--- config.mk ---
export PLATFORM = sky130hd
export DESIGN_NAME = mdio_mgmt_ctrl
export DESIGN_NICKNAME = d
export VERILOG_FILES = /design/src/rtl/mdio_mgmt_pkg.sv /design/src/rtl/mdio_mdc_div.sv /design/src/rtl/mdio_frame_engine.sv /design/src/rtl/mdio_csr_file.sv /design/src/rtl/mdio_mgmt_ctrl.sv
export SDC_FILE = /design/constraint.sdc
export NUM_CORES = 1
export LEC_CHECK = 0
export CORE_ASPECT_RATIO = 2
export CORE_UTILIZATION = 49
export DETAILED_ROUTE_END_ITERATION = 6
export MAX_ROUTING_LAYER = met4
export PLACE_DENSITY = 0.78
export SYNTH_ARGS = -nofsm -noshare
export SYNTH_HDL_FRONTEND = slang
export SYNTH_SLANG_ARGS = --single-unit
--- constraint.sdc ---
create_clock -name clk -period 2.2 [get_ports clk]
set_input_delay 0.66 -clock clk [delete_from_list [all_inputs] [get_ports clk]]
set_output_delay 0.66 -clock clk [all_outputs]
set_load 0.01 [all_outputs]
--- src/rtl/mdio_mgmt_pkg.sv ---
package mdio_mgmt_pkg;
  localparam int ADDR_W    = 5;
  localparam int DATA_W    = 16;
  localparam int CSR_W     = 32;
  localparam int PHY_LSB   = 16;
  localparam int REG_LSB   = PHY_LSB + ADDR_W;
  localparam int OP_BIT    = REG_LSB + ADDR_W;
  localparam int RVALID_BIT = OP_BIT + 1;
  localparam int BUSY_BIT  = OP_BIT + 2;
  localparam int PRE_LEN   = 32;
  localparam int FRAME_LEN = PRE_LEN + 6 + 2 * ADDR_W + DATA_W;
  localparam int TA_POS    = PRE_LEN + 4 + 2 * ADDR_W;
  localparam int DATA_POS  = TA_POS + 2;
  localparam int IDX_W     = $clog2(FRAME_LEN);

  typedef struct packed {
    logic              rd;
    logic [ADDR_W-1:0] regad;
    logic [ADDR_W-1:0] phy;
    logic [DATA_W-1:0] data;
  } mgmt_cmd_t;

  function automatic logic [FRAME_LEN-1:0] build_frame(mgmt_cmd_t c);
    logic [1:0] opc;
    logic [1:0] ta;
    logic [DATA_W-1:0] payload;
    opc     = c.rd ? 2'b10 : 2'b01;
    ta      = c.rd ? 2'b11 : 2'b10;
    payload = c.rd ? '0 : c.data;
    return {{PRE_LEN{1'b1}}, 2'b01, opc, c.phy, c.regad, ta, payload};
  endfunction
endpackage

--- src/rtl/mdio_mdc_div.sv ---
module mdio_mdc_div #(
  parameter int DIV_HALF = 4
) (
  input  logic clk,
  input  logic rst_n,
  input  logic run,
  output logic mdc,
  output logic rise_stb,
  output logic fall_stb
);
  logic tick;

  generate
    if (DIV_HALF <= 1) begin : g_nocnt
      assign tick = run;
    end else begin : g_cnt
      localparam int CW = $clog2(DIV_HALF);
      logic [CW-1:0] cnt;
      assign tick = run && (cnt == CW'(DIV_HALF - 1));
      always_ff @(posedge clk) begin
        if (!rst_n || !run || tick) cnt <= '0;
        else                        cnt <= cnt + 1'b1;
      end
    end
  endgenerate

  always_ff @(posedge clk) begin
    if (!rst_n || !run) mdc <= 1'b0;
    else if (tick)      mdc <= ~mdc;
  end

  assign rise_stb = tick && !mdc;
  assign fall_stb = tick && mdc;
endmodule

--- src/rtl/mdio_frame_engine.sv ---
module mdio_frame_engine
  import mdio_mgmt_pkg::*;
(
  input  logic              clk,
  input  logic              rst_n,
  input  logic              start,
  input  mgmt_cmd_t         cmd_in,
  input  logic              rise_stb,
  input  logic              fall_stb,
  input  logic              mdio_i,
  output logic              mdio_o,
  output logic              mdio_oe,
  output logic              done,
  output logic [DATA_W-1:0] rd_data,
  output logic [IDX_W-1:0]  bit_idx
);
  logic [FRAME_LEN-1:0] tx_sr;
  logic [DATA_W-1:0]    rx_sr;
  logic                 active;
  logic                 is_rd;
  logic                 last;
  logic                 released;

  assign last     = (bit_idx == IDX_W'(FRAME_LEN - 1));
  assign done     = active && fall_stb && last;
  assign released = is_rd && (bit_idx >= IDX_W'(TA_POS));

  always_ff @(posedge clk) begin
    if (!rst_n) begin
      tx_sr   <= '0;
      bit_idx <= '0;
      active  <= 1'b0;
      is_rd   <= 1'b0;
    end else if (start) begin
      tx_sr   <= build_frame(cmd_in);
      bit_idx <= '0;
      active  <= 1'b1;
      is_rd   <= cmd_in.rd;
    end else if (active && fall_stb) begin
      tx_sr <= tx_sr << 1;
      if (last) active  <= 1'b0;
      else      bit_idx <= bit_idx + 1'b1;
    end
  end

  always_ff @(posedge clk) begin
    if (!rst_n) rx_sr <= '0;
    else if (active && rise_stb && is_rd && bit_idx >= IDX_W'(DATA_POS))
      rx_sr <= {rx_sr[DATA_W-2:0], mdio_i};
  end

  assign rd_data = rx_sr;
  assign mdio_o  = active ? tx_sr[FRAME_LEN-1] : 1'b1;
  assign mdio_oe = active && !released;
endmodule

--- src/rtl/mdio_csr_file.sv ---
module mdio_csr_file
  import mdio_mgmt_pkg::*;
(
  input  logic              clk,
  input  logic              rst_n,
  input  logic              csr_we,
  input  logic              csr_sel,
  input  logic [CSR_W-1:0]  csr_wdata,
  output logic [CSR_W-1:0]  csr_rdata,
  output logic              start,
  output mgmt_cmd_t         cmd,
  output logic              busy,
  output logic              rvalid,
  input  logic              done,
  input  logic [DATA_W-1:0] rd_data
);
  logic [ADDR_W-1:0] own_phy;
  mgmt_cmd_t         decoded;
  logic              unused_hi;

  assign unused_hi = ^csr_wdata[CSR_W-1:OP_BIT+1];
  assign start     = csr_we && !csr_sel && !busy;

  always_comb begin
    decoded.rd    = csr_wdata[OP_BIT];
    decoded.regad = csr_wdata[REG_LSB +: ADDR_W];
    decoded.phy   = csr_wdata[PHY_LSB +: ADDR_W];
    decoded.data  = csr_wdata[DATA_W-1:0];
  end

  always_ff @(posedge clk) begin
    if (!rst_n) begin
      cmd    <= '0;
      busy   <= 1'b0;
      rvalid <= 1'b0;
    end else if (start) begin
      cmd    <= decoded;
      busy   <= 1'b1;
      rvalid <= 1'b0;
    end else if (done) begin
      busy <= 1'b0;
      if (cmd.rd) begin
        rvalid   <= 1'b1;
        cmd.data <= rd_data;
      end
    end
  end

  always_ff @(posedge clk) begin
    if (!rst_n)                own_phy <= '0;
    else if (csr_we && csr_sel) own_phy <= csr_wdata[ADDR_W-1:0];
  end

  always_comb begin
    csr_rdata = '0;
    if (!csr_sel) begin
      csr_rdata[DATA_W-1:0]          = cmd.data;
      csr_rdata[PHY_LSB +: ADDR_W]   = cmd.phy;
      csr_rdata[REG_LSB +: ADDR_W]   = cmd.regad;
      csr_rdata[OP_BIT]              = cmd.rd;
      csr_rdata[RVALID_BIT]          = rvalid;
      csr_rdata[BUSY_BIT]            = busy;
    end else begin
      csr_rdata[ADDR_W-1:0] = own_phy;
    end
  end
endmodule

--- src/rtl/mdio_mgmt_ctrl.sv ---
module mdio_mgmt_ctrl
  import mdio_mgmt_pkg::*;
#(
  parameter int DIV_HALF = 4
) (
  input  logic        clk,
  input  logic        rst_n,
  input  logic        csr_we,
  input  logic        csr_sel,
  input  logic [31:0] csr_wdata,
  output logic [31:0] csr_rdata,
  output logic        mdc,
  input  logic        mdio_i,
  output logic        mdio_o,
  output logic        mdio_oe
);
  mgmt_cmd_t         cmd;
  logic              start;
  logic              busy;
  logic              rvalid;
  logic              done;
  logic              rise_stb;
  logic              fall_stb;
  logic [DATA_W-1:0] rd_data;
  logic [IDX_W-1:0]  bit_idx;

  mdio_csr_file u_csr (
    .clk      (clk),
    .rst_n    (rst_n),
    .csr_we   (csr_we),
    .csr_sel  (csr_sel),
    .csr_wdata(csr_wdata),
    .csr_rdata(csr_rdata),
    .start    (start),
    .cmd      (cmd),
    .busy     (busy),
    .rvalid   (rvalid),
    .done     (done),
    .rd_data  (rd_data)
  );

  mdio_mdc_div #(.DIV_HALF(DIV_HALF)) u_div (
    .clk     (clk),
    .rst_n   (rst_n),
    .run     (busy),
    .mdc     (mdc),
    .rise_stb(rise_stb),
    .fall_stb(fall_stb)
  );

  mdio_frame_engine u_eng (
    .clk     (clk),
    .rst_n   (rst_n),
    .start   (start),
    .cmd_in  (cmd_next(csr_wdata)),
    .rise_stb(rise_stb),
    .fall_stb(fall_stb),
    .mdio_i  (mdio_i),
    .mdio_o  (mdio_o),
    .mdio_oe (mdio_oe),
    .done    (done),
    .rd_data (rd_data),
    .bit_idx (bit_idx)
  );

  function automatic mgmt_cmd_t cmd_next(logic [31:0] w);
    mgmt_cmd_t c;
    c.rd    = w[OP_BIT];
    c.regad = w[REG_LSB +: ADDR_W];
    c.phy   = w[PHY_LSB +: ADDR_W];
    c.data  = w[DATA_W-1:0];
    return c;
  endfunction
endmodule

* Word level (Yosys, flattened, before mapping) *
Index checks and enable logic that the tools add are counted.
W data, S select, Z words.

storage, ports and cells
  flip-flop bits (word level) = 124
  input bits = 37
  output and inout bits = 35
  word-level logic and storage cells = 68

cells by class
  add/subtract/negate cells = 2
  magnitude comparators = 2
  equality and inequality tests = 2
  muxes and demuxes = 16
  bitwise operators = 3
  reduce and logical (&&, ||, !) cells = 29

operator list
  kind                   count
  $mux W64               2
  $mux W16               4
  $mux W24               1
  $logic_and A1 B1 Y1    13
  $ge A6 B6 Y1 const B   2
  $reduce_and A2 Y1      4
  $reduce_bool A2 Y1     4
  $mux W1                7
  $add A6 B1 Y6 const B  1
  $eq A6 B6 Y1 const B   1
  $logic_not A1 Y1       5
  $mux W5                1
  $not A1 Y1             3
  $add A2 B1 Y2 const B  1
  $eq A2 B2 Y1 const B   1
  $logic_or A1 B1 Y1     2
  $mux W2                1
  $reduce_or A2 Y1       1

* Depth between registers and ports, before layout *
Gate-level depths: netlist (run 1).

  word-level depth = 7
  gate-level depth with buffers = 7
  depth with buffers taken out = 5

* Modules after synthesis *
A second synthesis (run 1) with hierarchy kept.

second synthesis, totals
  cell total of the unflattened synthesis = 639
  area total of the unflattened synthesis = 5475.3 sq um

by module, submodules not included
  module             times used  cells an instance  area each (sq um)  seq. area each (sq um)
  mdio_frame_engine  1           422                3721.1             1761.7
  mdio_csr_file      1           205                1637.8             680.7
  mdio_mdc_div       1           12                 116.4              60.1

* Worst setup path after synthesis (run 1) *
Ideal clock, no wire load.

  kind = input to output
  start point = input csr_sel
  end point = output csr_rdata[3]
  arrival = 1.633 ns
  required time = 1.540 ns
  setup slack = -0.093 ns
  stages = 3
  cells stage by stage = clkbuf_1 > buf_1 > mux2_2

on the way
  longest elaborated chain between the ends = 1

RTL lines
  item                RTL line              text
  start: declaration  mdio_mgmt_ctrl.sv:9   input logic csr_sel,
  $mux W5             mdio_csr_file.sv:56   if (!csr_sel) begin
  end: declaration    mdio_mgmt_ctrl.sv:11  output logic [31:0] csr_rdata,

Every way passes these cells.

* Final worst setup path (run 1) *
  start point = input csr_sel
  end point = output csr_rdata[1]

Same word-level chain as after synthesis.

==> impl_metrics.csv, run 1 <==
group,metric,value,unit
place,post_dp_cell_area,6160,um2
clock_tree,hold_buffers,0,
flow_run,cap_viol_max_count,0,
power_and_ir_drop,power.static_leakage,2.83,nW
routing,vias,4339,
routing,detail_route.first_pass.iterations,4,
routing,wl,12000,um
critical_path,critical-path-max-stage-delay,0.35,ns
place,port-buffer-count,63,
critical_path,r2r-start,"u_eng.bit_idx[1]",
die,die-area,11200,um2
timing,finalSetupViolations,0,
timing,post-route-min-period,2.15,ns
clock_tree,htreeDepth,4,
yosys,synth.top_cell.area_share,46.9,%
timing,final.setup.tns,0,ns
routing,met2_length,6480,um
yosys,ys_types,41,
timing,rsz_0062_raised_after_global_routing,"false",
global_route,grt_remaining_overflow,0,
critical_path,critPathLaunchType,"primary input",
yosys,synthesis.area_per_instance,9.05,um2
global_route,initial_antenna_violation_count,0,
timing,worst_pin_slew,0.540,ns
clock_tree,cts_inserted_buffers,17,
die,floorplan.io_pins,72,
global_route,grt_max_degree,49,
place,gp_congestion,0.830,
power_and_ir_drop,power,5.70,mW
yosys,synth.largest_area_cell,"dfxtp_1",
routing,highest-signal-layer,"met4",
die,die_height,149,um
yosys,synth-seq-cells,124,
critical_path,worst-path-max-fanout,8,
routing,wl_per_cell,15.1,um
layout,fin_nets,685,
clock_tree,cts-root-buf,"clkbuf_16",
routing,wl_met3,350,um
layout,stdcell_count,796,
layout,synthToLayoutAreaGrowth,26.4,%
critical_path,worst_ep_required_time,1.54,ns
critical_path,ff2ff_setup_slack,0.17,ns
routing,antenna_left,0,
global_route,grt_pass1_wl,20200,um
timing,timing.final.crit_share,97.5,%
routing,post-route-drc-count,0,
outcome,outcome,"complete, no violations",
yosys,synthesis.area,5290,um2
timing,fin_worst_skew,0.00584,ns
clock_tree,clk_path_buf_depth,2,
die,dieWidth,75.5,um
timing,relSlewSlack,64.0,%
layout,share_of_the_core_filled_with_cells,63.8,%
critical_path,crit_chain,"clkdlybuf4s15_1 -> buf_6 -> mux2_2 -> buf_2",
yosys,synthTopCellsByArea,"dfxtp_1 (47%), nand2_1 (8.6%), o221a_2 (7.2%)",
yosys,number_of_synthesis_warnings,0,
power_and_ir_drop,ir_drop,0.593,mV
min_path,worstHoldPathType,"flip-flop to flip-flop",
timing,hold_viol,0,
place,hpwlAfterDp,8330,um
place,numPlacedInstances,764,
critical_path,crit_slowest_cell,"mux2_2",
global_route,track_usage,24.1,%
critical_path,critical_path_class,"primary input to output port",
timing,setup_slack_of_the_critical_path_after_layout,0.0545,ns
routing,vias_per_cell,5.45,
critical_path,reg2reg_to,"u_csr.cmd[12]",
yosys,proportion_of_synthesized_chip_area_in_sequential_cells,46.9,%
clock_tree,clkLatencyLatePin,0.42,ns
yosys,syn_inst,584,
global_route,first_global_vias,4329,
layout,stdcell_area,6680,um2
critical_path,worst-r2r-cell-count,5,
timing,timing.final.max_slew_violations,0,
critical_path,worst_ep_arrival_time,1.49,ns
place,pre_cts_ws,-0.607,ns
critical_path,worstSetupEndpointType,"output port",
clock_tree,clock_slew_seen_by_the_registers_of_the_worst_setup_and_hold_paths,0.05,ns
layout,drive_above_1_share,20.6,%
critical_path,setup.worst_path.end,"csr_rdata[1]",
clock_tree,cts.sink_count,124,
die,placeableCoreArea,10500,um2
critical_path,worst_setup_path_startpoint,"csr_sel",
clock_tree,tritoncts_clock_tree,"built",
die,initial_standard_cell_utilization_of_the_core,50.5,%
timing,fmaxAchievable,466,MHz
routing,drtIter0Drc,264,
routing,route.layer.met1.wl,4800,um
die,num_rows,53,
layout,n_antenna_cell,0,
power_and_ir_drop,power.density_cell_area,853,nW/um2
timing,fin_worst_hold_slack,0.445,ns
-- cells by family after synthesis --
logic type | share of synthesized area, %
buffers and inverters | 5.35
multiplexers | 8.52
adder cells (fa/ha/maj) | 0.473
AO/OA/AOI/OAI | 15.8
other | 0.0709
XOR/XNOR | 0.828
AND/OR/NAND/NOR | 22.0
flip-flops | 46.9
-- worst max-delay path, delay by kind of cell --
| kind | cells | cell delay [ns] |
|---|---|---|
| buf+inv | 3 | 0.47 |
| mux | 1 | 0.35 |
-- Yosys cell counts (all sizes together) --
master	n
nand3	38
a221oi	2
buf	14
conb	1
nand4	1
o211a	10
mux2	16
xnor2	1
or2	1
nor4bb	1
a21boi	18
nor4b	1
o211ai	7
nand2b	1
dfxtp	124
a211oi	1
o221a	34
mux2i	27
o21ai	18
o2111ai	1
nor2	10
inv	17
or4	1
a31oi	2
o21a	1
and3	16
and4	1
nor3	2
nor2b	41
nand2	121
ha	2
nor3b	3
xor2	4
or3b	1
clkbuf	37
and2	4
a21oi	4
-- where the power goes --
part           switching, mW  internal, mW  total, mW
Clock                  0.955          1.87       2.82
Sequential            0.0626          2.36       2.42
Combinational          0.214         0.245      0.459
Total                   1.23          4.47       5.70
-- metal layers --
metal | vias to the layer above | GRT usage, %
met5 | - | -
met4 | 0 | 12.2
met3 | 34 | 5.81
met2 | 80 | 39.6
met1 | 2094 | 26.4
li1 | 2131 | -
-- cell type report --
class	instances	area (um2)
flip-flops and latches	124	2480
clock inverters	6	80.1
inverters	17	63.8
fillers	907	3790
well taps	137	171
multi-input cells	394	2540
clock buffers	26	529
repair buffers	92	812
-- cells in the final DEF, fill, tap and decap left out, types with 3 or more instances in the layout --
| cell | count |
|---|---|
| o21ai_0 | 18 |
| clkinv_2 | 4 |
| and3_1 | 16 |
| nor2b_1 | 40 |
| nand2_1 | 121 |
| mux2_2 | 16 |
| clkdlybuf4s50_1 | 31 |
| dlygate4sd2_1 | 10 |
| buf_4 | 22 |
| clkbuf_2 | 7 |
| dfxtp_1 | 124 |
| o211a_1 | 10 |
| buf_2 | 12 |
| inv_1 | 17 |
| conb_1 | 3 |
| buf_12 | 5 |
| o211ai_1 | 7 |
| nor2_1 | 10 |
| and2_1 | 3 |
| a21oi_1 | 4 |
| nand3_1 | 38 |
| mux2i_1 | 27 |
| clkbuf_16 | 17 |
| o221a_2 | 34 |
| a21boi_0 | 18 |
| xor2_1 | 4 |
| clkbuf_8 | 7 |
-- how the worst min path moves through the flow --
stage          cells past startpoint  slack [ns]                  to          startpoint
2_1_floorplan                      1        0.41  u_div.g_cnt.cnt[0]  u_div.g_cnt.cnt[0]
3_3_place_gp                       1        0.42  u_div.g_cnt.cnt[0]  u_div.g_cnt.cnt[0]
3_5_place_dp                       1        0.43  u_div.g_cnt.cnt[0]  u_div.g_cnt.cnt[0]
4_1_cts                            1        0.44  u_div.g_cnt.cnt[0]  u_div.g_cnt.cnt[0]
5_1_grt                            1        0.47  u_div.g_cnt.cnt[0]  u_div.g_cnt.cnt[0]
6_report                           1        0.44  u_div.g_cnt.cnt[0]  u_div.g_cnt.cnt[0]
-- sequential cells by signal, summed over array words and instances, names as in the netlist, 2 cells and up --
register	flops
u_csr.cmd	27
u_csr.own_phy	5
u_div.g_cnt.cnt	2
u_eng.bit_idx	6
u_eng.rd_data	16
u_eng.tx_sr	64
-- timing repair --
item                                    4_1_cts  5_1_grt
buffers inserted                              0        0
endpoints found under the setup margin       30       19
gates resized for setup                      72       13
(Power assumes the default switching activity.)
==> run 2, diff against run 1 <==
Settings changed: CORE_UTILIZATION 49 to 30, PLACE_DENSITY 0.78 to 0.53, RECOVER_POWER from default to 50, SYNTH_HIERARCHICAL from default to 1.
==> run 2 against run 1 <==
  * The run now ends with negative setup slack left
  * Hold slack got worse by 0.012 ns
  * Global-route usage fell by 8.0 points
  * Design area increased by 3.9%
  * Register-to-register slack is essentially flat
  * Final cell count is 16% higher
  * Sequential power hardly changed
  * Worst setup slack worse by 0.14 ns
  * Fmax fell by 6.3%
==> impl_metrics.csv, run 2 <==
group,metric,value,unit
outcome,outcome,"finished with violations",
outcome,failed_checks,"negative setup slack",
critical_path,worstSetupEndpointType,"output port",
routing,wl_per_cell,15.7,um
layout,synthToLayoutAreaGrowth,26.8,%
die,dieWidth,97.5,um
power_and_ir_drop,ir_drop,0.412,mV
yosys,ys_types,45,
routing,detail_route.first_pass.iterations,4,
clock_tree,clk_path_buf_depth,2,
place,port-buffer-count,63,
critical_path,critical-path-max-stage-delay,0.33,ns
critical_path,crit_chain,"inv_2 -> ha_4 -> o211a_1 -> o211ai_1 -> and2_4 -> buf_6",
timing,rsz_0062_raised_after_global_routing,"true",
layout,multiInputGateArea,2690,um2
timing,hold_viol,0,
timing,timing.final.max_slew_violations,0,
place,pre_cts_ws,-0.589,ns
die,die-area,18800,um2
routing,antenna_left,0,
routing,drtIter0Drc,156,
clock_tree,clock_slew_seen_by_the_registers_of_the_worst_setup_and_hold_paths,0.06,ns
power_and_ir_drop,power.static_leakage,2.90,nW
yosys,number_of_synthesis_warnings,6,
yosys,synth_most_common_cell,"dfxtp_1",
critical_path,critical_path_class,"flip-flop to output port",
clock_tree,clkLatencyLatePin,0.41,ns
layout,drive_above_1_share,15.0,%
clock_tree,cts_inserted_buffers,17,
layout,share_of_the_core_filled_with_cells,39.0,%
yosys,synthesis.area,5480,um2
layout,largest_register_ff_count,64,
yosys,synth.top_cells.by_count,"dfxtp_1 (125), a21oi_1 (105), nand2_1 (65), nand3_1 (52), o21ai_0 (41)",
timing,setup_slack_of_the_critical_path_after_layout,-0.0889,ns
yosys,proportion_of_synthesized_chip_area_in_sequential_cells,45.7,%
timing,fin_worst_skew,0.0111,ns
routing,wl,14600,um
routing,post-route-drc-count,0,
critical_path,worst-path-max-fanout,2,
layout,final_common_cell,"dfxtp_1",
global_route,grt_remaining_overflow,0,
clock_tree,cts.sink_count,125,
global_route,initial_antenna_violation_count,0,
critical_path,crit_family,"compound AO/OA/AOI/OAI gates",
clock_tree,htreeDepth,4,
layout,seqCellArea,2500,um2
global_route,grt_max_degree,51,
layout,stdcell_area,6940,um2
die,die_height,193,um
place,hpwlAfterDp,10300,um
global_route,grt_pass1_wl,23500,um
yosys,synthesis.area_per_instance,8.57,um2
clock_tree,cts-root-buf,"clkbuf_16",
yosys,synth-seq-cells,125,
layout,fillers,1808,
timing,post-route-min-period,2.29,ns
timing,fmaxAchievable,437,MHz
yosys,synth.top_cell.area_share,45.7,%
flow_run,cap_viol_max_count,0,
critical_path,critPathLaunchType,"flip-flop",
routing,vias,4753,
die,initial_standard_cell_utilization_of_the_core,30.8,%
timing,final.setup.tns,-0.115,ns
place,gp_congestion,0.823,
global_route,track_usage,16.2,%
layout,n_antenna_cell,0,
clock_tree,tritoncts_clock_tree,"built",
timing,fin_worst_hold_slack,0.433,ns
die,placeableCoreArea,17800,um2
timing,timing.final.crit_share,104,%
critical_path,crit_slowest_cell,"dfxtp_2",
timing,finalSetupViolations,3,
yosys,synth_enable_flop_cells,0,
global_route,first_global_vias,4749,
power_and_ir_drop,power.density_cell_area,806,nW/um2
die,floorplan.io_pins,72,
yosys,ys_async_sr_fraction,0,%
timing,relSlewSlack,59.6,%
yosys,synth.largest_area_cell,"dfxtp_1",
layout,most_frequent_cells_in_the_layout,"dfxtp_1 (124), a21oi_1 (105), nand2_1 (64)",
clock_tree,hold_buffers,0,
yosys,synthTopCellsByArea,"dfxtp_1 (46%), a21oi_1 (9.6%), mux2i_1 (6.9%)",
critical_path,worst_ep_arrival_time,1.63,ns
critical_path,crit_path_buffers_inverters,2,
min_path,worstHoldPathType,"flip-flop to flip-flop",
layout,fin_nets,741,
yosys,syn_inst,639,
timing,worst_pin_slew,0.606,ns
routing,vias_per_cell,5.13,
yosys,postSynth.topFlopCell,"dfxtp_1",
die,num_rows,69,
place,post_dp_cell_area,6370,um2
layout,largest_register,"u_eng/tx_sr",
critical_path,worst_ep_required_time,1.54,ns
-- run 2: cell count changes after synthesis, sizes merged, moves of 12 or more --
cell    delta
o221a     -34
a21boi    +14
inv       -12
a21oi    +101
o21ai     +32
nor2b     -15
nand3     +14
nand2     -55
-- run 2: timing repair --
item | in CTS | in global routing
setup buffers | 3 | 2
pin swaps | 3 | 5
resized for setup | 98 | 17
setup endpoints to repair | 31 | 34
gates cloned | 1 | 0
-- run 2: metrics by stage --
stage                     total power [mW]  cells
after global placement                2.95    889
after floorplan                       2.74    641
after CTS                             5.68    925
final                                 5.60    927
after detailed placement              2.96    889
after global routing                  5.83    927
-- run 2: cell type report --
class | count | area share, %
repair buffers | 102 | 12.8
clock buffers | 18 | 6.33
well taps | 213 | 3.84
clock inverters | 14 | 1.93
flip-flops and latches | 125 | 36.1
inverters | 6 | 0.324
multi-input cells | 449 | 38.7
-- run 2: worst reg2reg max path, cell delays in order, from the launching register on --
cell      delay [ns]
dfxtp_1         0.34
ha_1            0.25
and3_2          0.33
nand2_2         0.12
nor3_2          0.25
clkbuf_2        0.38
nand3_1         0.17
a21oi_1         0.14
-- run 2: worst paths after layout --
kind,start,end,slack [ns],depth (start not counted)
worst min register to register,u_div/g_cnt.cnt[0],u_div/g_cnt.cnt[0],0.43,1
worst min-delay path,u_div/g_cnt.cnt[0],u_div/g_cnt.cnt[0],0.43,1
worst max-delay path,u_eng/bit_idx[0],mdio_oe,-0.09,6
worst max register to register,u_div/g_cnt.cnt[0],u_csr/cmd[2],0.16,7
-- run 2: cells by family after synthesis --
family | Yosys count | share of synthesized area, %
flip-flops | 125 | 45.7
multiplexers | 44 | 8.18
AO/OA/AOI/OAI | 206 | 21.5
XOR/XNOR | 1 | 0.160
adder cells (fa/ha/maj) | 3 | 0.686
buffers and inverters | 67 | 6.15
AND/OR/NAND/NOR | 192 | 17.6
other | 1 | 0.0685
-- run 2: power by group --
group	switching (mW)	leakage (nW)	internal, mW	total (mW)
registers	0.0587	1.02	2.38	2.43
logic	0.249	1.59	0.223	0.473
clock network	1.09	0.278	1.60	2.69
-- run 2: layer usage --
metal  share of wire [%]  global-route usage, %  wire length [um]  up-vias
li1                    -                      -                 -     2371
met1                  38                   15.8              5530     2262
met2                  56                   30.6              8200      100
met3                 3.4                   3.60               495       20
met4                 2.4                   6.45               354        0
met5                   0                      -                 0        -
